**config.mk**
```make
export PLATFORM = sky130hd
export DESIGN_NAME = pgtab_xlat
export DESIGN_NICKNAME = d
export VERILOG_FILES = /design/src/rtl/pgx_pkg.sv /design/src/rtl/pgx_regs.sv /design/src/rtl/pgx_window.sv /design/src/rtl/pgx_tlb.sv /design/src/rtl/pgtab_xlat.sv
export SDC_FILE = /design/constraint.sdc
export NUM_CORES = 1
export LEC_CHECK = 0
export CAP_MARGIN = 20
export CELL_PAD_IN_SITES_DETAIL_PLACEMENT = 1
export CELL_PAD_IN_SITES_GLOBAL_PLACEMENT = 1
export CORE_MARGIN = 2
export CORE_UTILIZATION = 45
export DETAILED_ROUTE_END_ITERATION = 10
export GPL_TIMING_DRIVEN = 0
export PLACE_DENSITY_LB_ADDON = 0.1
export SLEW_MARGIN = 20
export SYNTH_ARGS = -nofsm -noshare
export SYNTH_HDL_FRONTEND = slang
export SYNTH_SLANG_ARGS = --single-unit
```
**constraint.sdc**
```tcl
create_clock -name clk -period 5.35 [get_ports clk]
set_clock_uncertainty 0.2 [all_clocks]
set_input_delay 1.3375 -clock clk [delete_from_list [all_inputs] [get_ports clk]]
set_output_delay 1.3375 -clock clk [all_outputs]
set_load 0.005 [all_outputs]
```
**src/rtl/pgx_pkg.sv**
```systemverilog
package pgx_pkg;
   localparam int unsigned PGX_PG_SHIFT = 12;
   localparam int unsigned PGX_EW       = 32;

   typedef enum logic {
      PGX_IDLE = 1'b0,
      PGX_WAIT = 1'b1
   } pgx_state_e;
endpackage

```
**src/rtl/pgx_regs.sv**
```systemverilog
module pgx_regs #(
   parameter int unsigned VARIANT = 1,
   parameter int unsigned RAW     = 8,
   parameter int unsigned DW      = 32,
   parameter int unsigned PNW     = 20
) (
   input  logic           clk,
   input  logic           rst_n,
   input  logic           reg_wr,
   input  logic [RAW-1:0] reg_addr,
   input  logic [DW-1:0]  reg_wdata,
   output logic [DW-1:0]  reg_rdata,
   output logic           cfg_en,
   output logic           cfg_byp,
   output logic [PNW-1:0] first_vpn,
   output logic [PNW-1:0] vpn_range,
   output logic [PNW-1:0] first_ppn,
   output logic [PNW-1:0] dflt_rd,
   output logic [PNW-1:0] dflt_wr,
   output logic           flush
);
   localparam bit HAS_VER = (VARIANT == 1);
   localparam logic [RAW-1:0] OFS_VER   = RAW'(8'h00);
   localparam logic [RAW-1:0] OFS_CFG   = RAW'(HAS_VER ? 8'h04 : 8'h00);
   localparam logic [RAW-1:0] OFS_UPD   = RAW'(HAS_VER ? 8'h08 : 8'h04);
   localparam logic [RAW-1:0] OFS_AUTH  = RAW'(8'h0C);
   localparam logic [RAW-1:0] OFS_FPPN  = RAW'(8'h10);
   localparam logic [RAW-1:0] OFS_DRD   = RAW'(8'h14);
   localparam logic [RAW-1:0] OFS_DWR   = RAW'(HAS_VER ? 8'h18 : 8'h14);
   localparam logic [RAW-1:0] OFS_FVPN  = RAW'(HAS_VER ? 8'h1C : 8'h08);
   localparam logic [RAW-1:0] OFS_RANGE = RAW'(HAS_VER ? 8'h20 : 8'h0C);
   localparam logic [DW-1:0]  VER_WORD  = DW'(VARIANT) << 8;

   generate
      if (VARIANT > 1) begin : g_bad_variant
         $error("pgx_regs: VARIANT must be 0 or 1");
      end
      if (RAW < 6) begin : g_bad_raw
         $error("pgx_regs: RAW too narrow for the register map");
      end
      if (DW != 32) begin : g_bad_dw
         $error("pgx_regs: register width must be 32");
      end
      if (PNW > DW) begin : g_bad_pnw
         $error("pgx_regs: page number wider than a register");
      end
   endgenerate

   logic gate_q;
   logic [DW-1:0] auth_q;

   assign flush = reg_wr && (reg_addr == OFS_UPD) && (reg_wdata == {DW{1'b1}});

   always_ff @(posedge clk or negedge rst_n) begin
      if (!rst_n) begin
         cfg_en    <= 1'b0;
         gate_q    <= 1'b0;
         cfg_byp   <= 1'b0;
         first_vpn <= '0;
         vpn_range <= '0;
         first_ppn <= '0;
         dflt_rd   <= '0;
         dflt_wr   <= '0;
      end else if (reg_wr) begin
         if (reg_addr == OFS_CFG) begin
            cfg_en  <= reg_wdata[0];
            gate_q  <= reg_wdata[1];
            cfg_byp <= reg_wdata[4];
         end
         if (reg_addr == OFS_FVPN)  first_vpn <= reg_wdata[PNW-1:0];
         if (reg_addr == OFS_RANGE) vpn_range <= reg_wdata[PNW-1:0];
         if (reg_addr == OFS_FPPN)  first_ppn <= reg_wdata[PNW-1:0];
         if (reg_addr == OFS_DRD)   dflt_rd   <= reg_wdata[PNW-1:0];
         if (reg_addr == OFS_DWR)   dflt_wr   <= reg_wdata[PNW-1:0];
      end
   end

   generate
      if (HAS_VER) begin : g_auth
         always_ff @(posedge clk or negedge rst_n) begin
            if (!rst_n)
               auth_q <= '0;
            else if (reg_wr && reg_addr == OFS_AUTH)
               auth_q <= reg_wdata;
         end
      end else begin : g_no_auth
         assign auth_q = '0;
      end
   endgenerate

   always_comb begin
      reg_rdata = '0;
      if (HAS_VER && reg_addr == OFS_VER)
         reg_rdata = VER_WORD;
      else if (reg_addr == OFS_CFG)
         reg_rdata = DW'({cfg_byp, 2'b00, gate_q, cfg_en});
      else if (HAS_VER && reg_addr == OFS_AUTH)
         reg_rdata = auth_q;
      else if (reg_addr == OFS_FPPN)
         reg_rdata = DW'(first_ppn);
      else if (reg_addr == OFS_DRD)
         reg_rdata = DW'(dflt_rd);
      else if (reg_addr == OFS_DWR)
         reg_rdata = DW'(dflt_wr);
      else if (reg_addr == OFS_FVPN)
         reg_rdata = DW'(first_vpn);
      else if (reg_addr == OFS_RANGE)
         reg_rdata = DW'(vpn_range);
   end
endmodule

```
**src/rtl/pgx_window.sv**
```systemverilog
module pgx_window #(
   parameter int unsigned AW  = 32,
   parameter int unsigned PNW = 20
) (
   input  logic [PNW-1:0] vpn,
   input  logic [PNW-1:0] first_vpn,
   input  logic [PNW-1:0] vpn_range,
   input  logic [PNW-1:0] first_ppn,
   output logic           in_win,
   output logic [AW-1:0]  ent_addr
);
   localparam int unsigned OFW = AW - PNW;

   generate
      if (PNW + 2 > AW) begin : g_bad_width
         $error("pgx_window: address too narrow for table indexing");
      end
   endgenerate

   logic [PNW-1:0] delta;

   assign delta    = vpn - first_vpn;
   assign in_win   = (vpn >= first_vpn) && (delta <= vpn_range);
   assign ent_addr = {first_ppn, {OFW{1'b0}}} + AW'({delta, 2'b00});
endmodule

```
**src/rtl/pgx_tlb.sv**
```systemverilog
module pgx_tlb #(
   parameter int unsigned DEPTH = 4,
   parameter int unsigned PNW   = 20
) (
   input  logic           clk,
   input  logic           rst_n,
   input  logic [PNW-1:0] lk_vpn,
   output logic           lk_hit,
   output logic [PNW-1:0] lk_ppn,
   input  logic           fill,
   input  logic [PNW-1:0] fill_vpn,
   input  logic [PNW-1:0] fill_ppn,
   input  logic           flush
);
   localparam int unsigned PTRW = (DEPTH > 1) ? $clog2(DEPTH) : 1;

   generate
      if (DEPTH < 1) begin : g_bad_depth
         $error("pgx_tlb: DEPTH must be at least 1");
      end
   endgenerate

   logic [DEPTH-1:0] match;
   logic [PNW-1:0]   ppn_arr [DEPTH];
   logic [PTRW-1:0]  ptr;

   genvar g;
   generate
      for (g = 0; g < DEPTH; g++) begin : g_ent
         logic           vld;
         logic [PNW-1:0] tag;
         logic [PNW-1:0] ppn;

         always_ff @(posedge clk or negedge rst_n) begin
            if (!rst_n) begin
               vld <= 1'b0;
               tag <= '0;
               ppn <= '0;
            end else if (flush) begin
               vld <= 1'b0;
            end else if (fill && ptr == PTRW'(g)) begin
               vld <= 1'b1;
               tag <= fill_vpn;
               ppn <= fill_ppn;
            end
         end

         assign match[g]   = vld && (tag == lk_vpn);
         assign ppn_arr[g] = ppn;
      end
   endgenerate

   always_ff @(posedge clk or negedge rst_n) begin
      if (!rst_n)
         ptr <= '0;
      else if (fill && !flush)
         ptr <= (ptr == PTRW'(DEPTH - 1)) ? '0 : ptr + 1'b1;
   end

   always_comb begin
      lk_ppn = '0;
      for (int i = 0; i < DEPTH; i++)
         if (match[i]) lk_ppn = lk_ppn | ppn_arr[i];
   end

   assign lk_hit = |match;
endmodule

```
**src/rtl/pgtab_xlat.sv**
```systemverilog
module pgtab_xlat import pgx_pkg::*; #(
   parameter int unsigned VARIANT   = 1,
   parameter int unsigned AW        = 32,
   parameter int unsigned TLB_DEPTH = 4,
   parameter int unsigned RAW       = 8
) (
   input  logic           clk,
   input  logic           rst_n,
   input  logic           reg_wr,
   input  logic [RAW-1:0] reg_addr,
   input  logic [31:0]    reg_wdata,
   output logic [31:0]    reg_rdata,
   input  logic           req_valid,
   output logic           req_ready,
   input  logic [AW-1:0]  req_vaddr,
   input  logic           req_write,
   output logic           rsp_valid,
   output logic [AW-1:0]  rsp_paddr,
   output logic           rsp_fault,
   output logic           mem_req,
   output logic [AW-1:0]  mem_addr,
   input  logic           mem_rvalid,
   input  logic [31:0]    mem_rdata
);
   localparam int unsigned OFW = PGX_PG_SHIFT;
   localparam int unsigned PNW = AW - OFW;

   generate
      if (AW <= OFW || PNW > PGX_EW) begin : g_bad_aw
         $error("pgtab_xlat: AW out of range");
      end
   endgenerate

   logic           cfg_en, cfg_byp, flush;
   logic [PNW-1:0] first_vpn, vpn_range, first_ppn, dflt_rd, dflt_wr;
   logic [PNW-1:0] req_vpn, req_dflt, pend_dflt, tlb_ppn, ent_ppn;
   logic [OFW-1:0] req_off;
   logic           in_win, tlb_hit, fill, acc, ent_zero;
   logic [AW-1:0]  ent_addr;

   pgx_state_e     st;
   logic [PNW-1:0] pend_vpn;
   logic [OFW-1:0] pend_off;
   logic           pend_wr, pend_stale;

   pgx_regs #(.VARIANT(VARIANT), .RAW(RAW), .DW(32), .PNW(PNW)) u_regs (
      .clk(clk), .rst_n(rst_n), .reg_wr(reg_wr), .reg_addr(reg_addr),
      .reg_wdata(reg_wdata), .reg_rdata(reg_rdata), .cfg_en(cfg_en),
      .cfg_byp(cfg_byp), .first_vpn(first_vpn), .vpn_range(vpn_range),
      .first_ppn(first_ppn), .dflt_rd(dflt_rd), .dflt_wr(dflt_wr), .flush(flush)
   );

   assign req_vpn = req_vaddr[AW-1:OFW];
   assign req_off = req_vaddr[OFW-1:0];

   pgx_window #(.AW(AW), .PNW(PNW)) u_win (
      .vpn(req_vpn), .first_vpn(first_vpn), .vpn_range(vpn_range),
      .first_ppn(first_ppn), .in_win(in_win), .ent_addr(ent_addr)
   );

   assign ent_ppn  = mem_rdata[PNW-1:0];
   assign ent_zero = (mem_rdata == '0);
   assign fill     = (st == PGX_WAIT) && mem_rvalid && !ent_zero && !pend_stale && !flush;

   pgx_tlb #(.DEPTH(TLB_DEPTH), .PNW(PNW)) u_tlb (
      .clk(clk), .rst_n(rst_n), .lk_vpn(req_vpn), .lk_hit(tlb_hit),
      .lk_ppn(tlb_ppn), .fill(fill), .fill_vpn(pend_vpn),
      .fill_ppn(ent_ppn), .flush(flush)
   );

   assign req_ready = (st == PGX_IDLE) && (cfg_en || cfg_byp);
   assign acc       = req_valid && req_ready;
   assign req_dflt  = req_write ? dflt_wr : dflt_rd;
   assign pend_dflt = pend_wr ? dflt_wr : dflt_rd;

   always_ff @(posedge clk or negedge rst_n) begin
      if (!rst_n) begin
         st         <= PGX_IDLE;
         rsp_valid  <= 1'b0;
         rsp_paddr  <= '0;
         rsp_fault  <= 1'b0;
         mem_req    <= 1'b0;
         mem_addr   <= '0;
         pend_vpn   <= '0;
         pend_off   <= '0;
         pend_wr    <= 1'b0;
         pend_stale <= 1'b0;
      end else begin
         rsp_valid <= 1'b0;
         mem_req   <= 1'b0;
         if (acc) begin
            if (cfg_byp) begin
               rsp_valid <= 1'b1;
               rsp_fault <= 1'b0;
               rsp_paddr <= req_vaddr;
            end else if (!in_win) begin
               rsp_valid <= 1'b1;
               rsp_fault <= 1'b1;
               rsp_paddr <= {req_dflt, req_off};
            end else if (tlb_hit) begin
               rsp_valid <= 1'b1;
               rsp_fault <= 1'b0;
               rsp_paddr <= {tlb_ppn, req_off};
            end else begin
               st         <= PGX_WAIT;
               mem_req    <= 1'b1;
               mem_addr   <= ent_addr;
               pend_vpn   <= req_vpn;
               pend_off   <= req_off;
               pend_wr    <= req_write;
               pend_stale <= flush;
            end
         end
         if (st == PGX_WAIT) begin
            if (flush) pend_stale <= 1'b1;
            if (mem_rvalid) begin
               st        <= PGX_IDLE;
               rsp_valid <= 1'b1;
               rsp_fault <= ent_zero;
               rsp_paddr <= ent_zero ? {pend_dflt, pend_off} : {ent_ppn, pend_off};
            end
         end
      end
   end
endmodule

```
==> results.cfg <==
[clocking]
cts_inserted_buffers = 47
cts_max_level = 2
cts.sinks = 401
root_buffer = clkbuf_16
clock_latency_ps = 600
hold_buffers = 0
clockBufferDepth = 3
cts_tree = done
path_clk_slew_ps = 60

[layout]
final_nets = 2261
final_cell_mix = dfrtp_1 (401), mux2_2 (315), clkdlybuf4s50_1 (179)
synthToLayoutAreaGrowth_pct = 27.6
fillCellCount = 4712
multi_input_area_um2 = 11100
regArea_um2 = 10000
drive_gt1_share_pct = 30.9
final_common_cell = dfrtp_1

[sta]
grt_setup_unrepaired = true
finalHoldViolCount = 0
setup-violations-final = 49
slew_headroom_pct = 32.6
period_minus_slack_ps = 5430
period_share_pct = 102
fin_tns_setup_ps = -1920
worst_pin_slew_ps = 1000
max_freq_mhz = 184
drv_slew = 0
setup_slack_ps = -83.7

[die]
die_w_um = 222
dieHeight_um = 222
die_area_um2 = 49200
fp.coreArea_um2 = 46700
floorplan.rows = 79
boundaryPins = 210
initial_core_util_pct = 45.7

[synth]
synth_edf_count = 0
synthCells = 1792
syn_avg_cell_area_um2 = 11.9
synthArstFlopShare_pct = 100
synthesis.area_um2 = 21300
ys_seq_elements = 401
synth_flop_cell = dfrtp_1
synth.distinct_cells = 71
yosysWarningCount = 0
seq_area_frac_synth_pct = 47.0

[route]
wl_per_cell_um = 28.9
drt-initial-drc-count = 1361
drc_errors = 8
ant_nets = 0
drtPass1Iterations = 11
drt-vias-per-instance = 6.08
wirelength_um = 79200
vias = 16700

[global_route]
grt_pass1_vias = 18100
grt_pass1_wl_um = 117000
grt_antenna_before_repair = 2
grt_overflow = 0
grt_max_degree = 98
grtUsageTotal_pct = 31.8

[setup_path]
setup.worst_path.class = primary input to flop
worst-endpoint-required_ps = 5610
cp-start-kind = primary input
cp-end-kind = flop
worst_ep_arrival_time_ps = 5700
path_max_fanout = 5

[placed_design]
io_buffers = 205
routabilityCongestion = 0.946
hpwl_um = 57700

[power_and_ir_drop]
power.density_nw_per_um2 = 323
ir_drop_uv = 219
p_leak_nw = 12.3
p_total_mw = 8.81

[outcome]
status = finished, violations left
violations = DRC, setup timing

[hold_path]
hold_class = flop to flop

[job]
maxCapViolCount = 0
-- where the power goes --
part           total, mW  switching [mW]  leakage, nW  internal (mW)
registers           3.57           0.287         5.42           3.29
clock network       3.63            1.37        0.841           2.25
logic               1.61           0.759         6.02          0.846
total               8.81            2.42         12.3           6.39
-- per-stage QoR --
stage	hold WS [ps]	cell area, µm²	instances	setup slack, ps	util (%)
final	289	27200	2742	-83.7	58.4
after global routing	308	27200	2740	-189	58.3
after CTS	293	26900	2729	-49.8	57.6
after detailed placement	278	24400	2609	-1970	52.2
after global placement	268	24200	2605	-15080	52.0
after floorplan	258	21400	1793	-107	-
-- state kept, by name, indices dropped and copies added (netlist names), 2 cells and up --
signal and flops:
u_tlb.g_ent.ppn 80, u_tlb.g_ent.tag 80, rsp_paddr 32, u_regs.auth_q 32, mem_addr 30, pend_vpn 20, u_regs.dflt_rd 20, u_regs.dflt_wr 20
u_regs.first_ppn 20, u_regs.first_vpn 20, u_regs.vpn_range 20, pend_off 12, u_tlb.g_ent.vld 4, u_tlb.ptr 2
-- synthesized netlist by cell type (38+ instances only) --
cell | number | share of area, %
clkbuf_1 | 64 | 1.1
dfrtp_1 | 401 | 47
xnor2_1 | 94 | 3.9
a21oi_1 | 47 | 1.1
mux2_4 | 46 | 3.2
nand4_1 | 39 | 1.1
mux2i_1 | 38 | 1.8
inv_1 | 62 | 1.1
nor2_1 | 56 | 0.99
mux2_2 | 315 | 17
nand2_1 | 82 | 1.4
ha_1 | 54 | 3.2
-- cell type report --
type / count / share of cell area (%)
Clock inverter: 22 / 1.39
Clock buffer: 64 / 4.97
Multi-Input combinational cell: 1216 / 40.9
Buffer: 111 / 2.56
Inverter: 63 / 0.878
Antenna cell: 3 / 0.0276
Sequential cell: 401 / 36.9
Tap cell: 607 / 2.79
Timing Repair Buffer: 255 / 9.60
-- routing by layer --
layer	wire [µm]	up-vias	GRT usage (%)
met3	3820	167	4.39
li1	-	7245	-
met2	39800	507	55.3
met1	32400	8759	40.0
met5	0	-	0
met4	3180	0	12.6
-- final timing paths --
path / cells after the start / start / slack [ps] / to
setup reg to reg: 21 / u_regs.first_vpn[1] / 200 / pend_vpn[8]
min in group asynchronous: 1 / rst_n / 430 / mem_req
hold / removal: 1 / pend_off[7] / 290 / pend_off[7]
setup / recovery: 21 / req_vaddr[12] / -80 / pend_vpn[8]
hold reg to reg: 1 / pend_off[7] / 290 / pend_off[7]
max in group asynchronous: 4 / rst_n / 2790 / rsp_paddr[13]
-- worst max-delay path: stages --
cell	delay, ps
buf_12	90
inv_4	30
ha_4	170
fa_2	390
nand2b_4	160
a21oi_4	200
a21oi_4	110
o41ai_4	390
a21o_1	180
a21oi_2	80
xnor2_2	150
ha_1	340
and4_4	190
a221oi_4	410
nand4b_1	210
a21o_4	290
nor3_4	190
buf_8	160
buf_12	140
buf_12	160
mux2_4	310
-- cells by family after synthesis --
family / share of synthesized area (%)
AOI/OAI and AO/OA: 11.1
xor gates and xnor gates: 4.60
adders and majority gates: 3.35
buffers and inverters: 3.65
DFF: 47.0
muxes: 22.4
other: 0.0176
and+or+nand+nor: 7.85
-- what timing repair did --
action | 4_1_cts | 5_1_grt
endpoints found under the hold margin | 0 | 0
setup buffers | 32 | 12
gates resized for setup | 143 | 83
pin swaps | 41 | 41
setup endpoints to repair | 132 | 119
gates cloned | 3 | 1
Note: power is estimated with default switching activity, not from simulation.
